### config.mk
export PLATFORM = sky130hd
export DESIGN_NAME = evdet_top
export DESIGN_NICKNAME = d
export VERILOG_FILES = /design/src/rtl/evdet_pkg.sv /design/src/rtl/evdet_decode.sv /design/src/rtl/evdet_edge.sv /design/src/rtl/evdet_flags.sv /design/src/rtl/evdet_top.sv
export SDC_FILE = /design/constraint.sdc
export NUM_CORES = 1
export LEC_CHECK = 0
export BUFFER_PORTS_ARGS = -buffer_cell sky130_fd_sc_hd__clkbuf_2
export CAP_MARGIN = 20
export CORE_MARGIN = 10
export CORE_UTILIZATION = 48
export DETAILED_ROUTE_END_ITERATION = 12
export PLACE_DENSITY = 0.87
export SLEW_MARGIN = 10
export SYNTH_ARGS = -nofsm -noshare
export SYNTH_HDL_FRONTEND = slang
export SYNTH_SLANG_ARGS = --single-unit
export TNS_END_PERCENT = 50
### constraint.sdc
create_clock -name clk -period 3.06 [get_ports clk]
set_input_delay 0.153 -clock clk [delete_from_list [all_inputs] [get_ports clk]]
set_output_delay 0.153 -clock clk [all_outputs]
set_load 0.05 [all_outputs]
### src/rtl/evdet_pkg.sv
package evdet_pkg;

  parameter int unsigned EV_CODE_W = 4;

  typedef enum logic [EV_CODE_W-1:0] {
    EV_OFF      = 4'h0,
    EV_DMA_RISE = 4'h1,
    EV_DMA_FALL = 4'h2,
    EV_DMA_BOTH = 4'h3,
    EV_RSV_4    = 4'h4,
    EV_FLG_RISE = 4'h5,
    EV_FLG_FALL = 4'h6,
    EV_FLG_BOTH = 4'h7,
    EV_IRQ_LOW  = 4'h8,
    EV_IRQ_RISE = 4'h9,
    EV_IRQ_FALL = 4'hA,
    EV_IRQ_BOTH = 4'hB,
    EV_IRQ_HIGH = 4'hC,
    EV_TRIG_HI  = 4'hD,
    EV_TRIG_LO  = 4'hE,
    EV_RSV_F    = 4'hF
  } ev_code_e;

  typedef struct packed {
    logic on_rise;
    logic on_fall;
    logic on_low;
    logic on_high;
    logic to_dma;
    logic to_irq;
    logic trig_en;
    logic trig_inv;
  } ev_class_t;

  function automatic ev_class_t ev_classify(input logic [EV_CODE_W-1:0] code);
    ev_class_t c;
    c = '0;
    case (ev_code_e'(code))
      EV_DMA_RISE: begin c.on_rise = 1'b1; c.to_dma = 1'b1; end
      EV_DMA_FALL: begin c.on_fall = 1'b1; c.to_dma = 1'b1; end
      EV_DMA_BOTH: begin c.on_rise = 1'b1; c.on_fall = 1'b1; c.to_dma = 1'b1; end
      EV_FLG_RISE: c.on_rise = 1'b1;
      EV_FLG_FALL: c.on_fall = 1'b1;
      EV_FLG_BOTH: begin c.on_rise = 1'b1; c.on_fall = 1'b1; end
      EV_IRQ_LOW:  begin c.on_low = 1'b1; c.to_irq = 1'b1; end
      EV_IRQ_RISE: begin c.on_rise = 1'b1; c.to_irq = 1'b1; end
      EV_IRQ_FALL: begin c.on_fall = 1'b1; c.to_irq = 1'b1; end
      EV_IRQ_BOTH: begin c.on_rise = 1'b1; c.on_fall = 1'b1; c.to_irq = 1'b1; end
      EV_IRQ_HIGH: begin c.on_high = 1'b1; c.to_irq = 1'b1; end
      EV_TRIG_HI:  c.trig_en = 1'b1;
      EV_TRIG_LO:  begin c.trig_en = 1'b1; c.trig_inv = 1'b1; end
      default:     c = '0;
    endcase
    return c;
  endfunction

endpackage

### src/rtl/evdet_decode.sv
module evdet_decode
  import evdet_pkg::*;
#(
  parameter int unsigned NUM_PINS = 32
) (
  input  logic [NUM_PINS*EV_CODE_W-1:0] pin_cond,
  output logic [NUM_PINS-1:0]           rise_en,
  output logic [NUM_PINS-1:0]           fall_en,
  output logic [NUM_PINS-1:0]           low_en,
  output logic [NUM_PINS-1:0]           high_en,
  output logic [NUM_PINS-1:0]           dma_en,
  output logic [NUM_PINS-1:0]           irq_en,
  output logic [NUM_PINS-1:0]           trig_en,
  output logic [NUM_PINS-1:0]           trig_inv
);

  for (genvar g = 0; g < NUM_PINS; g++) begin : g_pin
    ev_class_t cls;
    assign cls         = ev_classify(pin_cond[g*EV_CODE_W +: EV_CODE_W]);
    assign rise_en[g]  = cls.on_rise;
    assign fall_en[g]  = cls.on_fall;
    assign low_en[g]   = cls.on_low;
    assign high_en[g]  = cls.on_high;
    assign dma_en[g]   = cls.to_dma;
    assign irq_en[g]   = cls.to_irq;
    assign trig_en[g]  = cls.trig_en;
    assign trig_inv[g] = cls.trig_inv;
  end

endmodule

### src/rtl/evdet_edge.sv
module evdet_edge #(
  parameter int unsigned NUM_PINS = 32
) (
  input  logic                clk,
  input  logic                rst_n,
  input  logic [NUM_PINS-1:0] pin_lvl,
  output logic [NUM_PINS-1:0] rise_det,
  output logic [NUM_PINS-1:0] fall_det
);

  logic [NUM_PINS-1:0] prev_q;
  logic                primed_q;
  logic                primed_en;

  always_comb begin
    primed_en = ~primed_q;
    rise_det  = {NUM_PINS{primed_q}} &  pin_lvl & ~prev_q;
    fall_det  = {NUM_PINS{primed_q}} & ~pin_lvl &  prev_q;
  end

  always_ff @(posedge clk or negedge rst_n) begin
    if (!rst_n) begin
      prev_q   <= '0;
      primed_q <= 1'b0;
    end else begin
      prev_q <= pin_lvl;
      if (primed_en) primed_q <= 1'b1;
    end
  end

endmodule

### src/rtl/evdet_flags.sv
module evdet_flags #(
  parameter int unsigned NUM_PINS = 32
) (
  input  logic                clk,
  input  logic                rst_n,
  input  logic [NUM_PINS-1:0] pin_lvl,
  input  logic [NUM_PINS-1:0] rise_det,
  input  logic [NUM_PINS-1:0] fall_det,
  input  logic [NUM_PINS-1:0] rise_en,
  input  logic [NUM_PINS-1:0] fall_en,
  input  logic [NUM_PINS-1:0] low_en,
  input  logic [NUM_PINS-1:0] high_en,
  input  logic [NUM_PINS-1:0] dma_en,
  input  logic                clr_we,
  input  logic [NUM_PINS-1:0] clr_mask,
  input  logic [NUM_PINS-1:0] dma_done,
  output logic [NUM_PINS-1:0] flag_q
);

  logic [NUM_PINS-1:0] set_vec;
  logic [NUM_PINS-1:0] kill_vec;
  logic [NUM_PINS-1:0] flag_d;
  logic                flag_en;

  always_comb begin
    set_vec  = (rise_det & rise_en) | (fall_det & fall_en)
             | (~pin_lvl & low_en)  | (pin_lvl & high_en);
    kill_vec = ({NUM_PINS{clr_we}} & clr_mask) | (dma_done & dma_en);
    flag_d   = (flag_q | set_vec) & ~kill_vec;
    flag_en  = |(set_vec | kill_vec);
  end

  always_ff @(posedge clk or negedge rst_n) begin
    if (!rst_n) begin
      flag_q <= '0;
    end else if (flag_en) begin
      flag_q <= flag_d;
    end
  end

endmodule

### src/rtl/evdet_top.sv
module evdet_top
  import evdet_pkg::*;
#(
  parameter int unsigned NUM_PINS = 32
) (
  input  logic                          clk,
  input  logic                          rst_n,
  input  logic [NUM_PINS-1:0]           pin_lvl,
  input  logic [NUM_PINS*EV_CODE_W-1:0] pin_cond,
  input  logic                          sts_clr_we,
  input  logic [NUM_PINS-1:0]           sts_clr_mask,
  input  logic [NUM_PINS-1:0]           dma_done,
  output logic [NUM_PINS-1:0]           sts_flag,
  output logic                          irq_o,
  output logic [NUM_PINS-1:0]           dma_req,
  output logic [NUM_PINS-1:0]           trig_o
);

  logic [NUM_PINS-1:0] rise_en, fall_en, low_en, high_en;
  logic [NUM_PINS-1:0] dma_en, irq_en, trig_en, trig_inv;
  logic [NUM_PINS-1:0] rise_det, fall_det;
  logic [NUM_PINS-1:0] trig_d, trig_q;

  evdet_decode #(.NUM_PINS(NUM_PINS)) u_decode (
    .pin_cond (pin_cond),
    .rise_en  (rise_en),
    .fall_en  (fall_en),
    .low_en   (low_en),
    .high_en  (high_en),
    .dma_en   (dma_en),
    .irq_en   (irq_en),
    .trig_en  (trig_en),
    .trig_inv (trig_inv)
  );

  evdet_edge #(.NUM_PINS(NUM_PINS)) u_edge (
    .clk      (clk),
    .rst_n    (rst_n),
    .pin_lvl  (pin_lvl),
    .rise_det (rise_det),
    .fall_det (fall_det)
  );

  evdet_flags #(.NUM_PINS(NUM_PINS)) u_flags (
    .clk      (clk),
    .rst_n    (rst_n),
    .pin_lvl  (pin_lvl),
    .rise_det (rise_det),
    .fall_det (fall_det),
    .rise_en  (rise_en),
    .fall_en  (fall_en),
    .low_en   (low_en),
    .high_en  (high_en),
    .dma_en   (dma_en),
    .clr_we   (sts_clr_we),
    .clr_mask (sts_clr_mask),
    .dma_done (dma_done),
    .flag_q   (sts_flag)
  );

  always_comb begin
    trig_d = trig_en & (pin_lvl ^ trig_inv);
  end

  always_ff @(posedge clk or negedge rst_n) begin
    if (!rst_n) begin
      trig_q <= '0;
    end else begin
      trig_q <= trig_d;
    end
  end

  assign trig_o  = trig_q;
  assign dma_req = sts_flag & dma_en;
  assign irq_o   = |(sts_flag & irq_en);

endmodule

==> results of run 1 <==
state kept, by name, indices dropped and copies added (netlist names):
register	flops
trig_o	32
u_edge.prev_q	32
u_edge.primed_q	1
u_flags.flag_q	32
per-layer routing:
layer  vias up  wire length, um  GRT usage, %
li1       3206                -             -
met1      3169             8374         28.87
met2       393            11200         45.31
met3        61             2157         8.561
met4         0              767         11.46
met5         -                0             0
layout make-up:
class	instances	area [um^2]
Timing Repair Buffer	373	2127
Antenna cell	2	5.005
Tap cell	143	178.9
Multi-Input combinational cell	547	3156
Fill cell	879	3201
Clock buffer	14	264.0
Clock inverter	2	60.06
Sequential cell	97	2427
worst max path at each step:
stage | startpoint | to | slack (ps) | cells past startpoint
floorplan | u_flags.flag_q[26] | irq_o | 650 | 4
global placement | u_flags.flag_q[26] | irq_o | 830 | 5
detailed placement | u_flags.flag_q[26] | irq_o | 820 | 5
CTS | u_flags.flag_q[26] | irq_o | 440 | 5
global route | u_flags.flag_q[26] | irq_o | 370 | 5
finish | u_flags.flag_q[26] | irq_o | 460 | 5
synth_stat cells, types with 2 or more instances:
library cell,count
a32o_1,4
or4_1,2
o21ai_1,7
nor2_1,69
o21ai_0,55
nand3b_1,59
clkbuf_1,6
a32oi_1,12
a31oi_1,32
a21oi_1,31
and2_1,48
a222oi_1,32
nor3_1,32
nand3_1,32
nand4_1,3
xnor2_1,32
dfrtp_1,97
nand2_1,91
logic make-up (layout without fill, tap and decap cells):
kind of cell | count (synthesis) | in the layout
buf+inv | 6 | 389
compound gates | 175 | 175
xor+xnor | 32 | 32
flops | 97 | 97
other cells | 1 | 3
mux | 1 | 1
simple gates | 338 | 338
worst max-delay path, stage by stage, from the launching register on:
cell and delay, ps:
dfrtp_1 410, and2_1 170, a32o_1 200, or4_1 550, or4_1 530, clkbuf_2 260
report_power, final:
part	total, mW	internal [mW]	switching, mW
sequential	1.45	1.38	0.0793
combinational	1.13	0.392	0.741
clock	1.24	0.763	0.474
total	3.82	2.53	1.29
through the flow:
stage	power, mW	cells	util, %	hold WS, ps
after detailed placement	2.543	1112	64.88	220.1
final	3.824	1178	71.97	10.11
after global placement	2.527	1112	64.88	214.3
after floorplan	2.080	650	-	-142.6
after CTS	3.838	1176	71.93	0.4744
after global routing	4.002	1176	71.93	2.935
repair_timing:
action | in CTS | in global routing
hold buffers | 48 | 0
setup endpoints to repair | 0 | 0
endpoints found under the hold margin | 95 | 0
==> out/qor.yml, run 1 <==
finalCriticalPeriod_ps: 2603
hold_start: "sts_clr_mask[8]"
required_ps: 2910
drt_iter0_drc: 789
status: "finished, final reports clean"
timing.rr.end: "u_flags.flag_q[17]"
port_buffers: 323
dpl.hpwl_mm: 16.92
min_path_cells: 2
maxSlewViolCount: 0
fp.dieH_um: 128.1
die_area_mm2: 0.01640
postSynthAreaPerCell_um2: 8.624
max_freq_ghz: 0.3842
ys_warn_count: 0
crit_path_end_kind: "output pin"
synthArstFlopShare_pct: 100.0
cts_buffer_depth: 2
synth-adder-area-share_pct: 0
r2r_setup_slack_ps: 1420
vdd_ir_drop_max_v: 0.0003722
ys_ff_latch: 97
synth_cell_type_count: 24
clkSinkCount: 97
synth_edf_count: 0
grt_use_total_pct: 26.26
layout_common_cells: "clkbuf_2, dfrtp_1, nand2_1"
clk_pin_slew_ps: 70
ys_seq_area_share_pct: 43.30
antenna_found_initial: 0
clk_latency_ps: 340
drc: 0
cts_buffers: 9
p_leak_nw: 3.973
start_kind: "flop"
synth_top_family_by_area: "simple AND/OR/NAND/NOR gates"
post_cts_buffers: 0
syn_inst: 650
yosys.area_share.simple_pct: 30.56
grt_pass1_vias: 6804
crit_fanout: 4
r2r_cells: 3
synth_area_mm2: 0.005605
cts_tree: "yes"
path_class: "reg2out"
synth_xor_area_share_pct: 5.000
postLayoutCellArea_mm2: 0.008218
via_per_inst: 5.797
vias: 6829
worstMarginPinSlew_ps: 924.4
worstHoldEndpoint: "u_flags.flag_q[8]"
routedWlPerCell_um: 19.10
power_per_cell_area_mw_per_mm2: 465.3
syn_to_final_growth_pct: 46.61
rows: 39
place_ws_ps: 816.7
layout_commonest_cell: "clkbuf_2"
initial_core_util_pct: 49.09
finalHoldViolations: 0
max_cap_violations: 0
synthFlopType: "dfrtp_1"
relSlewSlack_pct: 38.37
arrival_ps: 2450
htreeDepth: 3
grt_max_degree: 50
die_x_um: 128.1
tns_ps: 0
wl_mm: 22.50
grt_setup_unrepaired: "no"
final.setup_skew_ps: 5.081
cts_resized: 0
synthMuxAreaShare_pct: 0.1786
syn-num-nets: 877
drive_above_1_share_pct: 32.91
synth_top_area_cell: "dfrtp_1"
grt_pass1_wl_mm: 35.01
io_pins: 324
synth_compound_area_share_pct: 20.49
placed_cell_area_mm2: 0.007408
finalSetupViolCount: 0
min-delay-path-class: "in2reg"
gp_congestion: 0.8891
synth_top_area_share_pct: 43.30
cts_root_buffer: "clkbuf_16"
nNetsFinal: 1255
core_area_mm2: 0.01142
antenna_left: 0
setup_ws_ps: 457.2
fin_crit_sh_pct: 85.06
worstReg2RegStart: "u_edge.primed_q"
grt-ovfl-total: 0
synthTopCellsByArea: "dfrtp_1, nand3b_1, nand2_1, a222oi_1, and2_1"
drtPass1Iterations: 6
(Power assumes the default switching activity.)
==> run 2, diff against run 1 <==
--- a/config.mk
+++ b/config.mk
@@ -7,10 +7,10 @@
 export LEC_CHECK = 0
 export BUFFER_PORTS_ARGS = -buffer_cell sky130_fd_sc_hd__clkbuf_2
 export CAP_MARGIN = 20
-export CORE_MARGIN = 10
-export CORE_UTILIZATION = 48
+export CORE_AREA = 2 2 125 127
 export DETAILED_ROUTE_END_ITERATION = 12
-export PLACE_DENSITY = 0.87
+export DIE_AREA = 0 0 127 129
+export PLACE_DENSITY = 0.7
 export SLEW_MARGIN = 10
 export SYNTH_ARGS = -nofsm -noshare
 export SYNTH_HDL_FRONTEND = slang
==> run 2 against run 1 <==
Die area fell by 0.11%. Sequential power hardly changed. Worst hold slack better by 3.7 ps. Total power down 1.6%. Core utilization down 16 points. Maximum frequency decreased by 1.5%. Non-clock buffer count is 17 higher. First-iteration DRC count is 35% lower. Sequential share of layout area is 0.69 points lower.
==> out/qor.yml, run 2 (synthesis results as in run 1) <==
status: "finished, final reports clean"
maxSlewViolCount: 0  # unchanged
p_leak_nw: 4.033  # +1.5%
multi_input_area_mm2: 0.003156  # unchanged
worstMarginPinSlew_ps: 937.0  # +12.59 ps
use_met2_pct: 41.02  # -4.3 points
worstHoldEndpoint: "u_flags.flag_q[18]"
clk_pin_slew_ps: 60  # about the same
drt_iter0_drc: 509  # -35%
fillCellCount: 1377  # +57%
crit_path_end_kind: "output pin"
fp.dieH_um: 129  # +0.73%
timing.rr.end: "u_flags.flag_q[7]"
max_cap_violations: 0  # unchanged
grt-ovfl-total: 0  # unchanged
cts_root_buffer: "clkbuf_16"
r2r_setup_slack_ps: 800  # -620 ps
min-delay-path-class: "in2reg"
cts_tree: "yes"
grt-busiest-layer: "met2"
rows: 45  # +15%
grt_setup_unrepaired: "no"
relSlewSlack_pct: 37.53  # -0.84 points
met1_usage_pct: 29.05  # +0.19 points
num_antenna_cells: 0  # -2
arrival_ps: 2490  # +40 ps
port_buffers: 323  # unchanged
finalHoldViolations: 0  # unchanged
initial_core_util_pct: 37.43  # -12 points
io_pins: 324  # unchanged
drc: 0  # unchanged
grt_use_total_pct: 23.41  # -2.8 points
max_freq_ghz: 0.3786  # -1.5%
final.setup_skew_ps: 5.344  # +0.2627 ps
clkSinkCount: 97  # unchanged
die_x_um: 127  # -0.83%
final_cell_count_no_fill: 1238  # +5.1%
area.sequential_mm2: 0.002427  # unchanged
nNetsFinal: 1272  # +1.4%
layout_commonest_cell: "clkbuf_2"
htreeDepth: 3  # unchanged
wl_mm: 19.76  # -12%
gp_congestion: 0.8547  # -3.9%
placed_cell_area_mm2: 0.007465  # +0.76%
vdd_ir_drop_max_v: 0.0002634  # -29%
min_path_cells: 2  # unchanged
grtUsageMet3_pct: 4.782  # -3.8 points
drtPass1Iterations: 5  # -1
cts_buffers: 9  # unchanged
crit_fanout: 4  # unchanged
postLayoutCellArea_mm2: 0.008414  # +2.4%
die_area_mm2: 0.01638  # -0.11%
vias: 6729  # -1.5%
grt_pass1_wl_mm: 30.28  # -13%
core_area_mm2: 0.01498  # +31%
power_per_cell_area_mw_per_mm2: 447.0  # -3.9%
worstReg2RegStart: "u_edge.primed_q"
dp.cells: 1157  # +4.0%
clk_latency_ps: 340  # about the same
fin_crit_sh_pct: 86.31  # +1.3 points
path_class: "reg2out"
antenna_left: 0  # unchanged
dpl.hpwl_mm: 14.75  # -13%
required_ps: 2910  # about the same
finalSetupViolCount: 0  # unchanged
tns_ps: 0  # unchanged
cts_buffer_depth: 2  # unchanged
routedWlPerCell_um: 15.96  # -16%
grt_max_degree: 58  # +16%
finalCriticalPeriod_ps: 2641  # +38.30 ps
via_per_inst: 5.435  # -6.2%
r2r_cells: 4  # +1
drive_above_1_share_pct: 32.48  # -0.44 points
hold_start: "dma_done[18]"
syn_to_final_growth_pct: 50.11
fin_util_pct: 56.18  # -16 points
layout_common_cells: "clkbuf_2, dfrtp_1, nand2_1"
start_kind: "flop"
antenna_found_initial: 0  # unchanged
total_power_mw: 3.761  # -1.6%
grt_pass1_vias: 6154  # -9.6%
run 2: critical path: stages (launching register included):
cell,delay (ps)
dfrtp_1,400
and2_1,160
a32o_1,210
or4_1,540
or4_1,550
clkbuf_2,270
run 2: how the worst max path moves through the flow:
stage                            start    end  slack [ps]
detailed placement  u_flags.flag_q[30]  irq_o         750
floorplan           u_flags.flag_q[26]  irq_o         650
CTS                 u_flags.flag_q[30]  irq_o         370
global route        u_flags.flag_q[30]  irq_o         330
finish              u_flags.flag_q[30]  irq_o         420
global placement    u_flags.flag_q[30]  irq_o         760
run 2: area by class of cell:
cell class,instances,area share [%]
Sequential cell,97,28.85
Clock buffer,12,2.929
Clock inverter,4,0.6245
Tap cell,188,2.796
Multi-Input combinational cell,547,37.50
Timing Repair Buffer,390,27.30
run 2: metal layers:
| metal | vias to the layer above | share of wire (%) |
|---|---|---|
| met1 | 3160 | 41 |
| met2 | 304 | 50 |
| met5 | - | 0 |
| li1 | 3238 | - |
| met3 | 27 | 7.3 |
| met4 | 0 | 1.8 |
run 2: per-stage QoR:
stage	setup slack, ps	hold WS, ps
after floorplan	654.8	-142.6
after global placement	759.5	180.8
after detailed placement	752.9	177.5
after CTS	370.0	0.4049
after global routing	327.0	0.7004
final	418.9	13.78
run 2: power by group:
group / switching [mW] / leakage (nW) / internal [mW]
clock network: 0.499 / 0.135 / 0.657
registers: 0.0766 / 1.24 / 1.38
logic: 0.737 / 2.66 / 0.415
total: 1.31 / 4.03 / 2.45
run 2: what timing repair did:
item / CTS / global route
hold buffers: 62 / 3
hold endpoints to repair: 94 / 3
gates resized for setup: 0 / 0
buffers inserted: 0 / 0
